==> src/rtl/page_commit_buf.sv <==
module page_commit_buf #(
  parameter int AW           = 8,
  parameter int DW           = 8,
  parameter int PAGE_BYTES   = 8,
  parameter int WRITE_CYCLES = 64
) (
  input  logic          clk,
  input  logic          rst_n,
  input  logic          txn_start,
  input  logic [AW-1:0] txn_addr,
  input  logic          byte_vld,
  input  logic [DW-1:0] byte_data,
  input  logic          stop_seen,
  input  logic          wp,
  output logic          busy,
  output logic          mem_we,
  output logic [AW-1:0] mem_addr,
  output logic [DW-1:0] mem_wdata
);
  localparam int SW = $clog2(PAGE_BYTES);
  localparam int UW = AW - SW;
  localparam int TW = $clog2(WRITE_CYCLES);

  logic [DW-1:0]         slot_q [PAGE_BYTES];
  logic [PAGE_BYTES-1:0] fill_q;
  logic [UW-1:0]         page_q;
  logic [SW-1:0]         ptr_q;
  logic                  open_q;
  logic                  busy_q;
  logic [TW-1:0]         timer_q;
  logic [SW:0]           scan_q;

  wire accept_byte = byte_vld && open_q && !busy_q;
  wire launch      = stop_seen && open_q && !busy_q && |fill_q && !wp;
  wire [SW-1:0] scan_slot = scan_q[SW-1:0];

  always_ff @(posedge clk or negedge rst_n) begin
    if (!rst_n) begin
      fill_q  <= '0;
      page_q  <= '0;
      ptr_q   <= '0;
      open_q  <= 1'b0;
      busy_q  <= 1'b0;
      timer_q <= '0;
      scan_q  <= '0;
    end else if (busy_q) begin
      if (!scan_q[SW]) scan_q <= scan_q + 1'b1;
      if (timer_q == TW'(WRITE_CYCLES - 1)) busy_q <= 1'b0;
      else timer_q <= timer_q + 1'b1;
    end else if (txn_start) begin
      page_q <= txn_addr[AW-1:SW];
      ptr_q  <= txn_addr[SW-1:0];
      fill_q <= '0;
      open_q <= 1'b1;
    end else if (stop_seen) begin
      open_q  <= 1'b0;
      busy_q  <= launch;
      timer_q <= '0;
      scan_q  <= '0;
    end else if (accept_byte) begin
      fill_q[ptr_q] <= 1'b1;
      ptr_q         <= ptr_q + 1'b1;
    end
  end

  always_ff @(posedge clk) begin
    if (accept_byte && !txn_start && !stop_seen) slot_q[ptr_q] <= byte_data;
  end

  assign busy      = busy_q;
  assign mem_we    = busy_q && !scan_q[SW] && fill_q[scan_slot];
  assign mem_addr  = {page_q, scan_slot};
  assign mem_wdata = slot_q[scan_slot];
endmodule


==> config.mk <==
export PLATFORM = sky130hd
export DESIGN_NAME = page_commit_buf
export DESIGN_NICKNAME = d
export VERILOG_FILES = /design/src/rtl/page_commit_buf.sv
export SDC_FILE = /design/constraint.sdc
export NUM_CORES = 1
export LEC_CHECK = 0
export BUFFER_PORTS_ARGS = -buffer_cell sky130_fd_sc_hd__buf_2
export CELL_PAD_IN_SITES_DETAIL_PLACEMENT = 1
export CELL_PAD_IN_SITES_GLOBAL_PLACEMENT = 2
export CORE_UTILIZATION = 43
export CTS_CLUSTER_SIZE = 24
export DETAILED_ROUTE_END_ITERATION = 12
export GPL_TIMING_DRIVEN = 1
export PLACE_DENSITY_LB_ADDON = 0.1
export SLEW_MARGIN = 30
export SYNTH_ARGS = -nofsm -noshare
export SYNTH_HDL_FRONTEND = slang
export SYNTH_SLANG_ARGS = --single-unit
==> constraint.sdc <==
create_clock -name clk -period 2.4 [get_ports clk]
set_input_delay 0 -clock clk [delete_from_list [all_inputs] [get_ports clk]]
set_output_delay 0 -clock clk [all_outputs]
set_load 0.02 [all_outputs]
# Word level (Yosys, flattened, before mapping)
# Memories as Yosys holds them, arrays and structs flattened.
# Cells that the tools add are included.
# word_totals
ff_bits	28
ramBits	64
input_bits	22
elab_cells	74
n_memories	1
# op_classes
addsub	3
n_lt_le_gt_ge	3
eq_ne	5
n_mux	26
n_bitwise	2
reduce_logical	26
# mem_list
memory	depth	width	rd	rd_ports_with_merged_regs	wr	line_no	rtl
slot_q	8	8	1	0	1	24	logic [DW-1:0] slot_q [PAGE_BYTES];
# ops
op	n
two-way mux 6 bit	4
two-way mux 8 bit	3
two-way mux 4 bit	4
logical AND 1 bit	11
two-way mux 1 bit	10
two-way mux 3 bit	3
AND reduction 3 bit	3
less-than comparator 3 x 4 -> 1 bit (second input constant)	2
bitwise OR 8 bit	1
OR reduction 8 bit	1
adder 6 x 1 -> 6 bit (second input constant)	1
equality test 6 bit (second input constant)	1
inequality test 2 bit (second input constant)	3
AND reduction 2 bit	3
nonzero test 2 bit	3
zero test 1 bit	5
adder 4 x 1 -> 4 bit (second input constant)	1
adder 3 x 1 -> 3 bit (second input constant)	1
binary-select mux 1 bit (select 3 bit)	1
demux 1 bit (select 3 bit)	1
greater-or-equal comparator 3 x 1 -> 1 bit (second input constant)	1
inequality test 2 x 1 -> 1 bit (second input constant)	1
inverter 1 bit	1

# Longest topological paths before layout
# Gate-level depths: netlist of the first run.
# logic_depth
depth_word	8
mapped_depth	5

# Worst setup path after synthesis of the first run
# Ideal clock, no wire load.
# synth_timing
path_type	reg-to-reg
start	register busy_q, in the netlist busy
end	memory slot_q[2][0], enable pin
setup_time_ns	0.401
t_arrival_ns	1.905
required_ns	1.999
slack_ns	0.094
path_stages_with_launch	4
synth_period_minus_slack_ns	2.306
cell_sequence	dfrtp_1 > buf_2 > nand2b_1 > nor4b_1
# synth_between
elab_chain_len	6
# synth_lines
item	line_no	rtl
start: declaration	29	logic busy_q;
start signal: assignment	57	busy_q <= launch;
zero test 1 bit	33	wire accept_byte = byte_vld && open_q && !busy_q;
logical AND 1 bit	33	
logical AND 1 bit (2 in series)	67	if (accept_byte && !txn_start && !stop_seen) slot_q[ptr_q] <= byte_data;
two-way mux 1 bit	67	
two-way mux 1 bit (not written as such)	67	
end: declaration	24	
# No other way between the ends.

# Worst setup path after layout of the first run
# layout_timing
start	register scan_q[0]
end	output port mem_wdata[4]
# layout_between
elab_chain_len	1
# layout_lines
item	line_no	rtl
start: declaration	31	logic [SW:0] scan_q;
start signal: assignment	47	if (!scan_q[SW]) scan_q <= scan_q + 1'b1;
memory (8 x 8 bit)	-	
end: declaration	18	output logic [DW-1:0] mem_wdata
# No other way between the ends.

==> results.toml, run 1 <==
[finish]
antennaDiodeCount = 0
final_common_cell = "edfxtp_1"
area_growth_pct = 19.6
layout-drive-gt1-share_pct = 30.1
final_cell_mix = "edfxtp_1, buf_2, nand2_1, dfrtp_1, dlygate4sd3_1"
final_nets = 336
layout.cells.non_filler = 424

[detailed_routing]
dr.pass1.iters = 9
vias = 2371
vias_per_cell = 5.59
ant_nets = 0
drc = 9
wl_mm = 8.59
wl_per_cell_um = 20.3
drt_iter0_drc = 95

[yosys]
synth_top_area_cell = "edfxtp_1"
synth.yosys.seq_area_share_pct = 66.4
ys_types = 54
ys_ff_latch = 92
syn_avg_cell_area_um2 = 16.2
yosysWarningCount = 0
synth_nets = 269
synthFlopType = "edfxtp_1"
syn_area_um2 = 3950
synth-edff-count = 64
syn_inst = 244
synth.area.top_cells = "edfxtp_1, dfrtp_1, mux4_1"
netlist.area_leader.share_pct = 48.6
synthArstFlopShare_pct = 30.4

[timing]
period_share_pct = 89.8
worst_slack_ns = 0.244
tightest_slew_ns = 0.631
whs_ns = 0.101
slew_violations = 0
rsz0062_at_grt = "false"
fmax_ghz = 0.464
finalHoldViolCount = 0
period_needed_ns = 2.16
finClkSkew_ns = 0.00970
setup_viol = 0
finalSetupTns_ns = 0
relSlewSlack_pct = 57.9

[power]
power_leakage_nw = 1.83
p_per_area_nw_per_um2 = 1000
comb_power_share_pct = 31.1
clkPwrFrac_pct = 24.4
power.switching_fraction_pct = 33.2
peakVddDrop_v = 0.000509
p_seq_share_pct = 44.5
power_report.internal_total_mw = 3.16
p_sw_mw = 1.57

[die]
fp.dieH_um = 97.9
fp.dieW_um = 97.9
die_area_um2 = 9580
rows = 34
initial_core_util_pct = 44.9
io_pins = 40
coreArea_um2 = 8810

[worst_setup_path]
r2r_slack_ns = 0.65
r2r_cells = 4
cp_max_fo = 20
arrival_ns = 2.16
slowest_delay_ns = 0.61
critical_path.reg2reg.startpoint = "open_q"
cp-startpoint = "scan_q[0]"
start_kind = "flip-flop"
slowest_stage = "mux4_1"
end_kind = "output port"
crit_type = "flip-flop to output port"
r2r_end = "slot_q[3][7]"
cp.required_ns = 2.40
cp_cell_sequence = "buf_4, mux4_1, mux2_2, buf_2"

[clocking]
clockBufferDepth = 2
htreeDepth = 3
cts.sink_count = 92
cts_tree = "done"
cts.repair.resized = 0
cts-root-buf = "clkbuf_8"
clk_pin_slew_ns = 0.09
post_cts_buffers = 0
numCtsBuffers = 9
clkLatencyLatePin_ns = 0.35
postCtsHoldBufs = 19

[place]
dpl.cell_count = 389
dp_slack_ns = 0.597
hpwl_mm = 5.55
numPortBuffers = 39
gp_congestion = 0.704

[worst_hold_path]
worstHoldEndpoint = "ptr_q[0]"
hp-class = "primary input to flip-flop"
min_from = "txn_start"
holdPathStages = 3

[outcome]
violations = "DRC"
outcome = "finished with violations"

[job]
cap_violations = 0

[global_route]
gr-total-overflow = 0
antenna_found_initial = 0
grt_usage_pct = 19.6
grt_pass1_vias = 2506
grt_max_degree = 29
grt_pass1_wl_mm = 13.8
## registers in the layout (all words and copies together), names as in the netlist
name and flops:
page_q 5, ptr_q 3, open_q 1, busy 1
timer_q 6, fill_q 8, slot_q 64, scan_q 4
## through the flow
stage               power, mW  utilization (%)  instance area (um^2)
CTS                      4.80             53.7                  4720
detailed placement       3.61             49.0                  4310
finish                   4.73             53.7                  4720
global route             5.01             53.7                  4720
floorplan                3.19                -                  3950
global placement         3.57             49.0                  4310
## cells by family after synthesis
group                    share of synthesized area, %
flip-flops                                       66.4
AND/OR/NAND/NOR                                  9.50
multiplexers                                     14.5
AO/OA/AOI/OAI                                    5.45
buffers and inverters                            3.01
adder cells (fa/ha/maj)                         0.950
XOR/XNOR                                        0.222
## synth_stat cells, types with 3 or more instances
master / number
edfxtp_1: 64
dfrtp_1: 28
nand2_1: 28
mux2_2: 11
mux4_1: 9
mux4_2: 9
nor2_1: 8
clkbuf_1: 6
inv_1: 5
o31ai_1: 5
buf_2: 4
nor2b_1: 4
nor3_1: 4
o21ai_0: 4
buf_4: 3
ha_1: 3
nand3b_1: 3
nand4_1: 3
nor4_1: 3
## cell type report
class	instances	area (um^2)
Clock buffer	9	124
Fill cell	864	4080
Multi-Input combinational cell	131	1220
Sequential cell	92	2620
Timing Repair Buffer	72	503
Inverter	5	18.8
Tap cell	108	135
Clock inverter	7	98.8
## power by group through the flow
stage | sequential [mW] | clock (mW) | combinational (mW)
global placement | 2.14 | 0 | 1.44
floorplan | 2.06 | 0 | 1.13
global route | 2.14 | 1.26 | 1.61
CTS | 2.11 | 1.19 | 1.50
detailed placement | 2.15 | 0 | 1.46
finish | 2.11 | 1.15 | 1.47
## routing by layer
metal / GRT usage (%) / routed length (um)
met5: 0 / 0
met4: 6.64 / 68
met3: 4.01 / 252
met2: 31.7 / 4350
met1: 26.5 / 3920
## critical path, delay by kind of cell (launching register included)
family	cells	cell delay, ns
flops	1	0.41
mux	2	0.88
buf+inv	2	0.52
## worst max-delay path by stage
stage	end	slack, ns
after floorplan	slot_q[2][0]	0.09
after global placement	mem_wdata[3]	0.64
after detailed placement	mem_wdata[0]	0.60
after CTS	mem_wdata[0]	0.20
after global routing	mem_wdata[4]	0.12
final	mem_wdata[4]	0.24
(Power assumes the default switching activity.)
==> run 2: changes to the inputs <==
Settings changed: ABC_AREA from default to 1, CORE_UTILIZATION 43 to 40.
Clock period 2.4 ns to 2.7 ns, I/O delays scaled along.
==> run 2 against run 1 <==
The run now ends clean. Core utilization is 5.3 points lower. First-iteration DRC count increased by 23%. Combinational power grew 31%. Critical path type is now flip-flop to flip-flop. Critical endpoint is now slot_q[1][4]. Highest routed layer unchanged.
==> results.toml, run 2 <==
[detailed_routing]
wl_mm = 10.6
drt_iter0_drc = 117
ant_nets = 0
vias_per_cell = 4.94
dr.pass1.iters = 4
wl_per_cell_um = 17.3
drc = 0
vias = 3020

[clocking]
numCtsBuffers = 9
cts.repair.resized = 0
clk_pin_slew_ns = 0.09
clockBufferDepth = 2
cts_tree = "done"
cts-root-buf = "clkbuf_8"
cts.sink_count = 92
htreeDepth = 3
clkLatencyLatePin_ns = 0.36

[timing]
rsz0062_at_grt = "false"
finClkSkew_ns = 0.00622
relSlewSlack_pct = 53.9
fmax_ghz = 0.442
setup_viol = 0
period_share_pct = 83.9
whs_ns = 0.0589
tightest_slew_ns = 0.689
finalSetupTns_ns = 0
slew_violations = 0
finalHoldViolCount = 0
period_needed_ns = 2.26

[finish]
largest_reg_flops = 64
final_common_cell = "nand2_1"
antennaDiodeCount = 0
area_growth_pct = 16.0
top_register = "slot_q"
final_nets = 498
final_cell_mix = "nand2_1, nor2_1, edfxtp_1"
layout-drive-gt1-share_pct = 14.6
reg_top3 = "slot_q x64, fill_q x8, timer_q x6"

[worst_setup_path]
r2r_cells = 5
setup.worst_path.end = "slot_q[1][4]"
start_kind = "flip-flop"
r2r_slack_ns = 0.44
crit_type = "flip-flop to flip-flop"
critical_path.reg2reg.startpoint = "busy"
cp_max_fo = 8
arrival_ns = 2.26
end_kind = "flip-flop"
r2r_end = "slot_q[1][4]"
cp.required_ns = 2.69
cp-startpoint = "busy"

[power]
peakVddDrop_v = 0.000387
p_per_area_nw_per_um2 = 997
power_leakage_nw = 1.98

[yosys]
syn_inst = 418
syn_area_um2 = 4110
synth-edff-count = 64
synth_top_area_cell = "edfxtp_1"
yosysWarningCount = 0
ys_top_cells_by_count = "nand2_1, nor2_1, edfxtp_1, o21ai_0, inv_1"
ys_types = 27
netlist.area_leader.share_pct = 46.7
synthFlopType = "edfxtp_1"
synth_nets = 443
ys_ff_latch = 92
synthArstFlopShare_pct = 30.4
syn_avg_cell_area_um2 = 9.84
yosysMostFrequentCell = "nand2_1"
synth.yosys.seq_area_share_pct = 63.8
synth.area.top_cells = "edfxtp_1, dfrtp_1, nand2_1"

[global_route]
antenna_found_initial = 0
gr-total-overflow = 0
grt_max_degree = 41
grt_pass1_wl_mm = 16.7
grt_usage_pct = 22.1
grt_pass1_vias = 2988

[die]
initial_core_util_pct = 41.7
die_area_um2 = 10700
fp.dieW_um = 103
io_pins = 40
coreArea_um2 = 9860
fp.dieH_um = 103
rows = 36

[job]
cap_violations = 0

[place]
gp_congestion = 0.722
hpwl_mm = 7.19
numPortBuffers = 39

[worst_hold_path]
hp-class = "primary input to flip-flop"

[outcome]
outcome = "completed"
[run 2: final cells by class]
class,count,area [um^2]
Tap cell,133,166
Timing Repair Buffer,61,405
Clock inverter,6,71.3
Multi-Input combinational cell,274,1250
Fill cell,1157,5090
Sequential cell,92,2620
Clock buffer,10,128
Inverter,35,131
[run 2: how the worst min path moves through the flow]
stage	start	endpoint	slack, ns	cells after the start
2_1_floorplan	rst_n	busy	-0.30	0
5_1_grt	txn_start	ptr_q[0]	0.08	3
6_report	byte_vld	ptr_q[2]	0.06	5
3_3_place_gp	rst_n	page_q[2]	0.08	1
3_5_place_dp	rst_n	page_q[2]	0.08	1
4_1_cts	byte_data[7]	slot_q[0][7]	0.0008	1
[run 2: kinds of logic (layout without fill, tap and decap cells)]
family,Yosys count,in the layout,synth area share [%]
fa+ha+maj,3,3,0.913
simple gates,211,211,21.6
xor+xnor,1,1,0.213
flops,92,92,63.8
buf+inv,52,112,5.90
compound gates,58,58,7.30
mux,1,1,0.243
[run 2: worst max-delay path: stages (launching register included)]
cell     delay [ns]
dfrtp_1        0.49
inv_2          0.18
nand3_4        0.11
inv_1          0.09
nand3_1        0.34
nor2_1         0.68
[run 2: power by group]
group          internal [mW]  total, mW  switching (mW)
clock network          0.440      0.939           0.499
logic                  0.593       1.93            1.34
registers               1.69       1.89           0.192
total                   2.73       4.76            2.03
[run 2: per-stage QoR]
| stage | total power [mW] | cell area (um^2) | util, % | cells | setup WS (ns) |
|---|---|---|---|---|---|
| 3_5_place_dp | 3.85 | 4390 | 44.5 | 577 | 0.446 |
| 4_1_cts | 4.81 | 4740 | 48.1 | 608 | 0.410 |
| 3_3_place_gp | 3.81 | 4390 | 44.5 | 577 | 0.557 |
| 6_report | 4.76 | 4770 | 48.4 | 611 | 0.435 |
| 2_1_floorplan | 3.28 | 4110 | - | 418 | 0.882 |
| 5_1_grt | 5.13 | 4770 | 48.4 | 611 | 0.275 |
[run 2: metal layers]
metal	track usage [%]	wire length (um)
met3	3.63	521
met2	31.8	4420
met5	0	0
met4	6.50	135
met1	34.2	5500
[run 2: timing repair]
action	4_1_cts	5_1_grt
endpoints found under the setup margin	0	0
hold buffers	15	3
setup buffers	0	0
hold endpoints to repair	70	19
==> run 3: changes to the inputs <==
Settings changed: ABC_AREA 1 to 0, CORE_UTILIZATION 40 to 43.
Clock period 2.7 ns to 2.2 ns, I/O delays scaled along.
==> run 3 against run 2 <==
The flow now finishes with violations (DRC). Critical path depth shrank 1. Combinational power shrank 15%. Sequential power grew 22%. Setup slack lost 0.38 ns. Non-clock buffer count grew 14. Clock-buffer cell count shrank 1. First-iteration DRC count grew 11%. Design area shrank 1.3%. Total power grew 5.6%. Worst hold slack gained 0.040 ns. Core utilization grew 5.1 points. Sequential share of layout area grew 0.73 points.
==> results.toml, run 3 (synthesized netlist as in run 1, its figures left out) <==
[outcome]
outcome = "finished with violations"
violations = "DRC"

[timing]
finalHoldViolCount = 0
rsz0062_at_grt = "false"
fmax_ghz = 0.467
finClkSkew_ns = 0.00841
tightest_slew_ns = 0.665
slew_violations = 0
whs_ns = 0.0992
period_share_pct = 97.3
finalSetupTns_ns = 0
setup_viol = 0
relSlewSlack_pct = 55.7
period_needed_ns = 2.14
worst_slack_ns = 0.0599

[finish]
seq_area_um2 = 2620
layout.cells.non_filler = 427
final_nets = 339
top_register = "slot_q"
reg_top3 = "slot_q x64, fill_q x8, timer_q x6"
layout-drive-gt1-share_pct = 30.4
final_common_cell = "edfxtp_1"
area_growth_pct = 19.2
final_cell_mix = "edfxtp_1, buf_2, nand2_1, dfrtp_1, dlygate4sd3_1"
multiInputGateArea_um2 = 1220
antennaDiodeCount = 0
largest_reg_flops = 64
num-fill-cells = 854
design_area_um2 = 4710

[detailed_routing]
drt_iter0_drc = 130
ant_nets = 0
drc = 8
vias = 2379
wl_per_cell_um = 19.9
dr.pass1.iters = 8
vias_per_cell = 5.57
wl_mm = 8.48

[power]
power_report.internal_total_mw = 3.26
power_leakage_nw = 1.82
clkPwrFrac_pct = 21.5
peakVddDrop_v = 0.000494
comb_power_share_pct = 32.7
p_per_area_nw_per_um2 = 1070
power.switching_fraction_pct = 35.2
p_sw_mw = 1.77
p_seq_share_pct = 45.8

[worst_setup_path]
r2r_cells = 3
cp-startpoint = "scan_q[0]"
cp_max_fo = 10
cp.required_ns = 2.20
start_kind = "flip-flop"
critical_path.reg2reg.startpoint = "ptr_q[1]"
end_kind = "output port"
r2r_end = "slot_q[2][5]"
r2r_slack_ns = 0.47
crit_type = "flip-flop to output port"
arrival_ns = 2.14

[clocking]
cts_tree = "done"
htreeDepth = 3
numCtsBuffers = 9
clkLatencyLatePin_ns = 0.36
clockBufferDepth = 2
cts-root-buf = "clkbuf_8"
clk_pin_slew_ns = 0.09
cts.repair.resized = 0
post_cts_buffers = 0
cts.sink_count = 92

[global_route]
grt_max_degree = 29
grt_pass1_wl_mm = 13.6
grt_pass1_vias = 2509
grt_usage_pct = 19.2
antenna_found_initial = 0
gr-total-overflow = 0

[die]
coreArea_um2 = 8810
io_pins = 40
fp.dieH_um = 97.9
fp.dieW_um = 97.9
die_area_um2 = 9580
initial_core_util_pct = 44.9
rows = 34

[place]
gp_congestion = 0.720
dp_slack_ns = 0.476
numPortBuffers = 39
dpl.cell_count = 392
post_dp_cell_area_um2 = 4330
hpwl_mm = 5.53

[worst_hold_path]
hp-class = "primary input to flip-flop"
min_from = "txn_start"
worstHoldEndpoint = "ptr_q[0]"
holdPathStages = 3

[job]
cap_violations = 0
run 3: how the worst max path moves through the flow:
stage               slack, ns            to
floorplan                0.19  slot_q[1][0]
global placement         0.51  slot_q[2][7]
detailed placement       0.48  mem_wdata[4]
CTS                      0.04  mem_wdata[0]
global route            0.002  mem_wdata[0]
finish                   0.06  mem_wdata[0]
run 3: metal layers:
layer | share of wire (%) | vias to the layer above | wire, um | GRT usage (%)
li1 | - | 1096 | - | -
met2 | 47 | 40 | 3990 | 30.0
met5 | 0 | - | 0 | 0
met3 | 2.3 | 8 | 196 | 3.15
met1 | 49 | 1235 | 4160 | 26.7
met4 | 1.5 | 0 | 128 | 8.51
run 3: through the flow:
stage                     util (%)  power (mW)
after floorplan                  -        3.49
after global placement        49.2        3.94
after detailed placement      49.2        3.97
after CTS                     53.5        5.08
after global routing          53.5        5.29
final                         53.5        5.03
run 3: worst max-delay path: stages, from the launching register on:
cell and delay, ns:
dfrtp_1 0.45, buf_4 0.28, mux4_1 0.61, mux2_2 0.28, buf_2 0.16
run 3: final cells by class:
type	count	area share [%]
Sequential cell	92	55.7
Inverter	5	0.399
Clock buffer	9	2.63
Tap cell	108	2.87
Multi-Input combinational cell	131	26.0
Clock inverter	7	1.28
Timing Repair Buffer	75	11.2
run 3: what timing repair did:
action / CTS / global route
hold buffers: 19 / 0
hold endpoints to repair: 102 / 0
setup endpoints to repair: 0 / 0
run 3: power groups by stage:
stage | sequential [mW] | clock (mW) | combinational (mW)
finish | 2.30 | 1.08 | 1.64
global route | 2.34 | 1.17 | 1.78
CTS | 2.30 | 1.11 | 1.67
detailed placement | 2.34 | 0 | 1.63
global placement | 2.33 | 0 | 1.61
floorplan | 2.25 | 0 | 1.24
